--- config.mk ---
export PLATFORM = sky130hd
export DESIGN_NAME = lcd_regif
export DESIGN_NICKNAME = d
export VERILOG_FILES = /design/src/rtl/lcd_regif_pkg.sv /design/src/rtl/lcd_regif_decode.sv /design/src/rtl/lcd_regif_irq.sv /design/src/rtl/lcd_regif.sv
export SDC_FILE = /design/constraint.sdc
export NUM_CORES = 1
export LEC_CHECK = 0
export ABC_CLOCK_PERIOD_IN_PS = 3700
export BUFFER_PORTS_ARGS = -buffer_cell sky130_fd_sc_hd__buf_2
export CORE_MARGIN = 1.5
export CORE_UTILIZATION = 48
export CTS_CLUSTER_SIZE = 12
export DETAILED_ROUTE_END_ITERATION = 7
export PLACE_DENSITY = 0.69
export SLEW_MARGIN = 20
export SYNTH_ARGS = -nofsm -noshare
export SYNTH_HDL_FRONTEND = slang
export SYNTH_SLANG_ARGS = --single-unit
--- constraint.sdc ---
create_clock -name clk -period 3.7 [get_ports clk]
set_input_delay 0.74 -clock clk [delete_from_list [all_inputs] [get_ports clk]]
set_output_delay 0.74 -clock clk [all_outputs]
set_load 0.05 [all_outputs]
--- src/rtl/lcd_regif_pkg.sv ---
package lcd_regif_pkg;

    localparam int DATA_W      = 32;
    localparam int NUM_TIMING  = 4;
    localparam int GEOM_W      = 11;
    localparam int ID_WORDS    = 8;

    typedef enum logic [3:0] {
        RID_TIM0, RID_TIM1, RID_TIM2, RID_TIM3,
        RID_UPBASE, RID_LPBASE, RID_MASK, RID_CTRL,
        RID_RAW, RID_MASKED, RID_CLEAR, RID_UPCUR,
        RID_LPCUR, RID_IDENT, RID_NONE
    } reg_id_e;

    typedef struct packed {
        logic       enable;
        logic       power;
        logic [2:0] depth;
        logic       bgr;
        logic       be_byte;
        logic       be_pixel;
    } ctrl_fields_t;

    function automatic ctrl_fields_t unpack_ctrl(input logic [DATA_W-1:0] v);
        ctrl_fields_t f;
        f.enable   = v[0];
        f.power    = v[11];
        f.depth    = v[3:1];
        f.bgr      = v[8];
        f.be_byte  = v[9];
        f.be_pixel = v[10];
        return f;
    endfunction

    // ((v & 0xFC) + 4) * 4 == (v[7:2] + 1) * 16
    function automatic logic [GEOM_W-1:0] cols_from_timing(input logic [DATA_W-1:0] v);
        logic [6:0] units;
        units = {1'b0, v[7:2]} + 7'd1;
        return {units, 4'b0000};
    endfunction

    function automatic logic [GEOM_W-1:0] rows_from_timing(input logic [DATA_W-1:0] v);
        return {1'b0, v[9:0]} + GEOM_W'(1);
    endfunction

    function automatic logic layout_swapped(input logic [1:0] sel);
        return sel != 2'd0;
    endfunction

    function automatic logic [7:0] ident_byte(input logic alt_set, input logic [2:0] idx);
        logic [7:0] b;
        case (idx)
            3'd0:    b = alt_set ? 8'h11 : 8'h10;
            3'd1:    b = 8'h11;
            3'd2:    b = alt_set ? 8'h24 : 8'h04;
            3'd3:    b = 8'h00;
            3'd4:    b = 8'h0D;
            3'd5:    b = 8'hF0;
            3'd6:    b = 8'h05;
            default: b = 8'hB1;
        endcase
        return b;
    endfunction

endpackage

--- src/rtl/lcd_regif_decode.sv ---
module lcd_regif_decode
    import lcd_regif_pkg::*;
#(
    parameter int ADDR_W = 10
) (
    input  logic [ADDR_W-1:0] word_addr,
    input  logic [1:0]        layout_sel,
    output reg_id_e           rid,
    output logic [2:0]        id_idx
);
    localparam int WORDS    = 1 << ADDR_W;
    localparam int ID_FIRST = WORDS - ID_WORDS;

    logic swapped;
    assign swapped = layout_swapped(layout_sel);
    assign id_idx  = word_addr[2:0];

    always_comb begin
        rid = RID_NONE;
        if (word_addr >= ADDR_W'(ID_FIRST)) begin
            rid = RID_IDENT;
        end else begin
            case (word_addr)
                ADDR_W'(0):  rid = RID_TIM0;
                ADDR_W'(1):  rid = RID_TIM1;
                ADDR_W'(2):  rid = RID_TIM2;
                ADDR_W'(3):  rid = RID_TIM3;
                ADDR_W'(4):  rid = RID_UPBASE;
                ADDR_W'(5):  rid = RID_LPBASE;
                ADDR_W'(6):  rid = swapped ? RID_CTRL : RID_MASK;
                ADDR_W'(7):  rid = swapped ? RID_MASK : RID_CTRL;
                ADDR_W'(8):  rid = RID_RAW;
                ADDR_W'(9):  rid = RID_MASKED;
                ADDR_W'(10): rid = RID_CLEAR;
                ADDR_W'(11): rid = RID_UPCUR;
                ADDR_W'(12): rid = RID_LPCUR;
                default:     rid = RID_NONE;
            endcase
        end
    end
endmodule

--- src/rtl/lcd_regif_irq.sv ---
module lcd_regif_irq #(
    parameter int NUM_SRC = 5
) (
    input  logic               clk,
    input  logic               rst,
    input  logic [NUM_SRC-1:0] src,
    input  logic               mask_we,
    input  logic [NUM_SRC-1:0] mask_wdata,
    input  logic               clr_we,
    input  logic [NUM_SRC-1:0] clr_wdata,
    output logic [NUM_SRC-1:0] raw_status,
    output logic [NUM_SRC-1:0] mask,
    output logic [NUM_SRC-1:0] masked,
    output logic               irq
);
    logic [NUM_SRC-1:0] clr_bits;
    assign clr_bits = clr_we ? clr_wdata : '0;

    always_ff @(posedge clk) begin
        if (rst) begin
            raw_status <= '0;
            mask       <= '0;
        end else begin
            // a pulse in the same cycle overrides the clear
            raw_status <= (raw_status & ~clr_bits) | src;
            if (mask_we) mask <= mask_wdata;
        end
    end

    assign masked = raw_status & mask;
    assign irq    = |masked;
endmodule

--- src/rtl/lcd_regif.sv ---
module lcd_regif
    import lcd_regif_pkg::*;
#(
    parameter int ADDR_W  = 10,
    parameter int NUM_SRC = 5
) (
    input  logic                 clk,
    input  logic                 rst,
    input  logic [1:0]           layout_sel,
    input  logic                 bus_sel,
    input  logic                 bus_we,
    input  logic [ADDR_W-1:0]    bus_addr,
    input  logic [31:0]          bus_wdata,
    output logic [31:0]          bus_rdata,
    input  logic [NUM_SRC-1:0]   irq_src,
    output logic                 irq,
    output logic                 panel_enabled,
    output logic [2:0]           pix_depth,
    output logic                 bgr_order,
    output logic                 be_bytes,
    output logic                 be_pixels,
    output logic [GEOM_W-1:0]    active_cols,
    output logic [GEOM_W-1:0]    active_rows,
    output logic [31:0]          upper_base,
    output logic [31:0]          lower_base
);
    reg_id_e    rid;
    logic [2:0] id_idx;
    logic       wr;

    logic [NUM_TIMING-1:0][DATA_W-1:0] timing_q;
    logic [DATA_W-1:0]  ctrl_q, upbase_q, lpbase_q;
    logic [GEOM_W-1:0]  cols_q, rows_q;
    logic [NUM_SRC-1:0] raw_status, mask_q, masked;
    ctrl_fields_t       cf;

    assign wr = bus_sel && bus_we;

    lcd_regif_decode #(.ADDR_W(ADDR_W)) u_decode (
        .word_addr  (bus_addr),
        .layout_sel (layout_sel),
        .rid        (rid),
        .id_idx     (id_idx)
    );

    lcd_regif_irq #(.NUM_SRC(NUM_SRC)) u_irq (
        .clk        (clk),
        .rst        (rst),
        .src        (irq_src),
        .mask_we    (wr && rid == RID_MASK),
        .mask_wdata (bus_wdata[NUM_SRC-1:0]),
        .clr_we     (wr && rid == RID_CLEAR),
        .clr_wdata  (bus_wdata[NUM_SRC-1:0]),
        .raw_status (raw_status),
        .mask       (mask_q),
        .masked     (masked),
        .irq        (irq)
    );

    always_ff @(posedge clk) begin
        if (rst) begin
            timing_q <= '0;
            ctrl_q   <= '0;
            upbase_q <= '0;
            lpbase_q <= '0;
            cols_q   <= '0;
            rows_q   <= '0;
        end else if (wr) begin
            for (int i = 0; i < NUM_TIMING; i++) begin
                if (rid == reg_id_e'(4'(i))) timing_q[i] <= bus_wdata;
            end
            if (rid == RID_TIM0)   cols_q   <= cols_from_timing(bus_wdata);
            if (rid == RID_TIM1)   rows_q   <= rows_from_timing(bus_wdata);
            if (rid == RID_CTRL)   ctrl_q   <= bus_wdata;
            if (rid == RID_UPBASE) upbase_q <= bus_wdata;
            if (rid == RID_LPBASE) lpbase_q <= bus_wdata;
        end
    end

    always_comb begin
        case (rid)
            RID_TIM0, RID_TIM1,
            RID_TIM2, RID_TIM3:  bus_rdata = timing_q[rid[1:0]];
            RID_UPBASE,
            RID_UPCUR:           bus_rdata = upbase_q;
            RID_LPBASE,
            RID_LPCUR:           bus_rdata = lpbase_q;
            RID_MASK:            bus_rdata = DATA_W'(mask_q);
            RID_CTRL:            bus_rdata = ctrl_q;
            RID_RAW:             bus_rdata = DATA_W'(raw_status);
            RID_MASKED:          bus_rdata = DATA_W'(masked);
            RID_IDENT:           bus_rdata = DATA_W'(ident_byte(layout_sel[1], id_idx));
            default:             bus_rdata = '0;
        endcase
    end

    assign cf            = unpack_ctrl(ctrl_q);
    assign panel_enabled = cf.enable && cf.power;
    assign pix_depth     = cf.depth;
    assign bgr_order     = cf.bgr;
    assign be_bytes      = cf.be_byte;
    assign be_pixels     = cf.be_pixel;
    assign active_cols   = cols_q;
    assign active_rows   = rows_q;
    assign upper_base    = upbase_q;
    assign lower_base    = lpbase_q;
endmodule

## After elaboration in Yosys (flattened, before gate mapping)

Cells that the tools add are included.

- Add/subtract/negate cells: 2
- Bitwise gates (word level): 4
- Reduce and logical (&&, ||, !) cells: 19
- Muxes and demuxes: 11
- Equality and inequality tests: 31
- Magnitude comparators: 2

Operator list:

| kind | count |
|---|---|
| one-hot mux 32 bit (8 select lines) | 1 |
| binary-select mux 32 bit (select 2 bit) | 1 |
| one-hot mux 8 bit (7 select lines) | 1 |
| one-hot mux 4 bit (13 select lines) | 1 |
| equality test 10 x 4 -> 1 bit (second input constant) | 5 |
| equality test 10 x 3 -> 1 bit (second input constant) | 4 |
| 2-to-1 mux 32 bit | 1 |
| equality test 4 bit (second input constant) | 6 |
| equality test 10 x 2 -> 1 bit (second input constant) | 2 |
| equality test 4 x 3 -> 1 bit (second input constant) | 4 |
| AND reduction 2 bit | 7 |
| adder 10 x 1 -> 11 bit (second input constant) | 1 |
| AND 5 bit | 2 |
| equality test 10 x 1 -> 1 bit (second input constant) | 1 |
| >= comparator 10 bit (second input constant) | 1 |
| zero test 10 bit | 1 |
| equality test 3 bit (second input constant) | 3 |
| equality test 4 x 2 -> 1 bit (second input constant) | 2 |
| adder 6 x 1 -> 7 bit (second input constant) | 1 |
| equality test 3 x 2 -> 1 bit (second input constant) | 2 |
| 2-to-1 mux 6 bit | 1 |
| 2-to-1 mux 5 bit | 1 |
| inverter 5 bit | 1 |
| OR 5 bit | 1 |
| 12 further kinds | 18 |

- Bits in registers: 252

## Logic depth before layout (Yosys ltp)

- Word-level depth: 10
- Depth in mapped cells: 9
- Gate-level depth less buffers: 5

## Cells and area by module

From an unflattened synthesis, not the netlist that was laid out.

- Cell total of the unflattened synthesis: 1364
- Area, all modules: 10885.4 µm²

By module, submodules not included:

| module | cells each | instances | area each (µm²) | seq. area each (µm²) |
|---|---|---|---|---|
| lcd_regif | 1306 | 1 | 10337.4 | 4844.6 |
| lcd_regif_irq | 39 | 1 | 419.2 | 200.2 |
| lcd_regif_decode | 19 | 1 | 128.9 | 0.0 |

## Worst setup path before layout

No wires, ideal clock.

- Kind: input -> output
- Start: input bus_addr[3]
- End: output bus_rdata[12]
- Data arrival time: 2914 ps
- Buffers on the path: 3
- Cell stages on the path: 7
- Path slack: 46 ps
- Required time: 2960 ps
- Cells stage by stage: buf_2 > buf_2 > or3_1 > a21oi_1 > clkbuf_1 > a32oi_1 > o211ai_1

- Longest elaborated chain between the ends: 6

Ends and longest elaborated chain:

| item | line | RTL |
|---|---|---|
| start, declared | lcd_regif.sv:12 | `input logic [ADDR_W-1:0] bus_addr,` |
| equality test 10 x 4 -> 1 bit, or another cell as far along | lcd_regif_decode.sv:23 | `case (word_addr)` |
| one-hot mux 4 bit (13 select lines) | lcd_regif_decode.sv:23 |  |
| 2-to-1 mux 4 bit (*) | lcd_regif_decode.sv:20 | `if (word_addr >= ADDR_W'(ID_FIRST)) begin` |
| equality test 4 x 2 -> 1 bit, or another cell as far along | lcd_regif.sv:81 | `case (rid)` |
| OR reduction 4 bit, or another cell as far along | lcd_regif.sv:81 |  |
| one-hot mux 32 bit (8 select lines) (*) | lcd_regif.sv:81 |  |
| end, declared | lcd_regif.sv:14 | `output logic [31:0] bus_rdata,` |

Every way passes the cells marked *; elsewhere a longest branch is shown, timed or not. The select of a mux whose other input is x is not followed.

## Worst setup path after layout

- Start: input bus_addr[0]
- End: output bus_rdata[22]

The elaborated chain is that of the path after synthesis.

==> impl_metrics.toml <==
[synthesis]
synthArstFlopShare = 0
synth_area_um2 = 11150
ys_warn_count = 0
yosysTopAreaCell = "dfxtp_1"
seq_area_frac_synth = 0.4525
ys_top_cells_by_area = "dfxtp_1 (45%), nand2_1 (14%), a21oi_1 (11%)"
synth_seq_cells = 252
syn_inst = 1442
synth_edf_count = 0
syn_avg_cell_area_um2 = 7.731
yosys.cell_types.count = 65
synth_flop_cell = "dfxtp_1"
synth_top_area_frac = 0.4525

[outcome]
outcome = "completed"

[place]
port_buffers = 174
place_congestion = 1.012
place_hpwl_um = 24840

[clock_tree]
cts_setup_buffers = 0
clockRootBuffer = "clkbuf_16"
cts_tree = "yes"
cts_buffers = 27
clkLatencyLatePin_ps = 540
cts.reportedPaths.clkPinSlew_ps = 60
cts_hold_buf = 0
htreeDepth = 1
cts.sinks = 252
cts_resized = 0
clock_path_buffers = 3

[sta]
finalMaxSlewViolations = 0
setup_viol_count_final = 0
tightest_slew_ps = 854.0
slew_headroom = 0.4306
final.period_utilization = 0.9729
final_hold_viol_count = 0
fmax_ghz = 0.2778
rsz0062_at_grt = "false"
period_minus_slack_ps = 3600
tns_ps = 0
skew_ps = 0

[drt]
viasPerCell = 6.087
finalWirelength_um = 38860
drtIter0Drc = 1399
vias = 11390
firstDrtPassIters = 6
drcViolationCount = 0
ant_nets = 0
wl_per_cell_um = 20.76

[global_route]
grt_pass1_vias = 10550
antenna_found_initial = 2
grt_max_degree = 107
globalRouteOverflowTotal = 0
grt_pass1_wl_um = 60220
track_usage = 0.3173

[finish]
fin_nets = 1624
final_common_cell = "nand2_1"
final_util = 0.5867
drive_gt1_frac = 0.1860
final_cell_mix = "nand2_1 (406), dfxtp_1 (252), a21oi_1 (237)"
area_growth_pct = 19.52

[die]
die-height_um = 155.4
io-pin-count = 179
core_um2 = 22710
die_area_um2 = 24150
fp.dieW_um = 155.4
initial_core_util = 0.4909
fp-row-count = 55

[critical_path]
worstSetupStartpointType = "input port"
worst-endpoint-required_ps = 2960
cp_max_fo = 30
criticalPathCategory = "in2out"
cp_data_arrival_time_ps = 2860
cp-end-kind = "output pin"

[power_and_ir_drop]
p_per_area_nw_per_um2 = 428.9
leakagePower_nw = 4.744
ir_worst_vdd_mv = 0.3088

[job]
max_cap_violations = 0

[hold_path]
holdCritPathClass = "reg2reg"
cells by family (layout without fill, tap and decap cells):
kind of cell    Yosys count  count (layout)  synth area share
simple gates            554             554            0.2074
compound gates          471             471            0.2680
flops                   252             252            0.4525
buf+inv                 142             283           0.05286
xor+xnor                 13              13           0.01021
mux                       7               7          0.006397
fa+ha+maj                 2               2          0.002244
other cells               1               5         0.0003364
per-layer routing:
metal,track usage,share of wire
met1,0.4386,0.43
met2,0.4968,0.45
met3,0.06379,0.088
met4,0.1029,0.030
met5,0,0.00033
area by class of cell:
class                           count  area [um^2]
Antenna cell                        1        2.502
Clock buffer                       41        788.3
Clock inverter                      5        92.59
Fill cell                        2106         9385
Inverter                            6        22.52
Multi-Input combinational cell   1051         5574
Sequential cell                   252         5045
Tap cell                          285        356.6
Timing Repair Buffer              231         1443
synth_stat cells, types with 7 or more instances:
| cell | instances |
|---|---|
| a22oi_1 | 49 |
| buf_4 | 7 |
| nand2_1 | 406 |
| a211oi_1 | 12 |
| o211ai_1 | 34 |
| a22o_1 | 24 |
| xnor2_1 | 7 |
| buf_2 | 24 |
| nor3_1 | 10 |
| a21oi_1 | 238 |
| dfxtp_1 | 252 |
| o21ai_0 | 40 |
| clkbuf_1 | 103 |
| nand3_1 | 49 |
| nor2_1 | 46 |
| a32oi_1 | 33 |
path summary, 6_finish.rpt:
path / from / endpoint / slack (ps) / cells after the start
setup reg to reg: u_irq.raw_status[4] / u_irq.raw_status[4] / 2920 / 2
setup / recovery: bus_addr[0] / bus_rdata[22] / 100 / 8
hold reg to reg: timing_q[89] / timing_q[89] / 450 / 2
hold / removal: timing_q[89] / timing_q[89] / 450 / 2
worst max-delay path, stage by stage:
cell      delay [ps]
buf_2            220
nor2b_1          520
a31oi_1          200
a21oi_4          260
buf_12           220
a32oi_1           90
o211ai_1         270
buf_2            320
power by group:
| group | internal (mW) | switching [mW] |
|---|---|---|
| registers | 2.72 | 0.00408 |
| logic | 0.0685 | 0.208 |
| clock network | 1.60 | 1.11 |
| total | 4.39 | 1.32 |
sequential cells by signal (all words and copies together) (netlist names):
register and flops:
upper_base 32, active_cols 7, u_irq.raw_status 5, lower_base 32, timing_q 128, active_rows 11
u_irq.mask 5, ctrl_q 32
stage by stage:
step                std cells  hold slack (ps)  instance area [um^2]  power (mW)  setup slack [ps]
finish                   1872            451.6                 13320       5.714             100.2
detailed placement       1825            443.7                 12440       3.049             183.2
global placement         1825            437.4                 12440       3.050             164.7
global route             1871            463.3                 13320       5.870             45.36
CTS                      1871            451.8                 13320       5.732             175.8
floorplan                1445            427.4                 11160       2.926             46.49
Note: power is estimated with default switching activity, not from simulation.
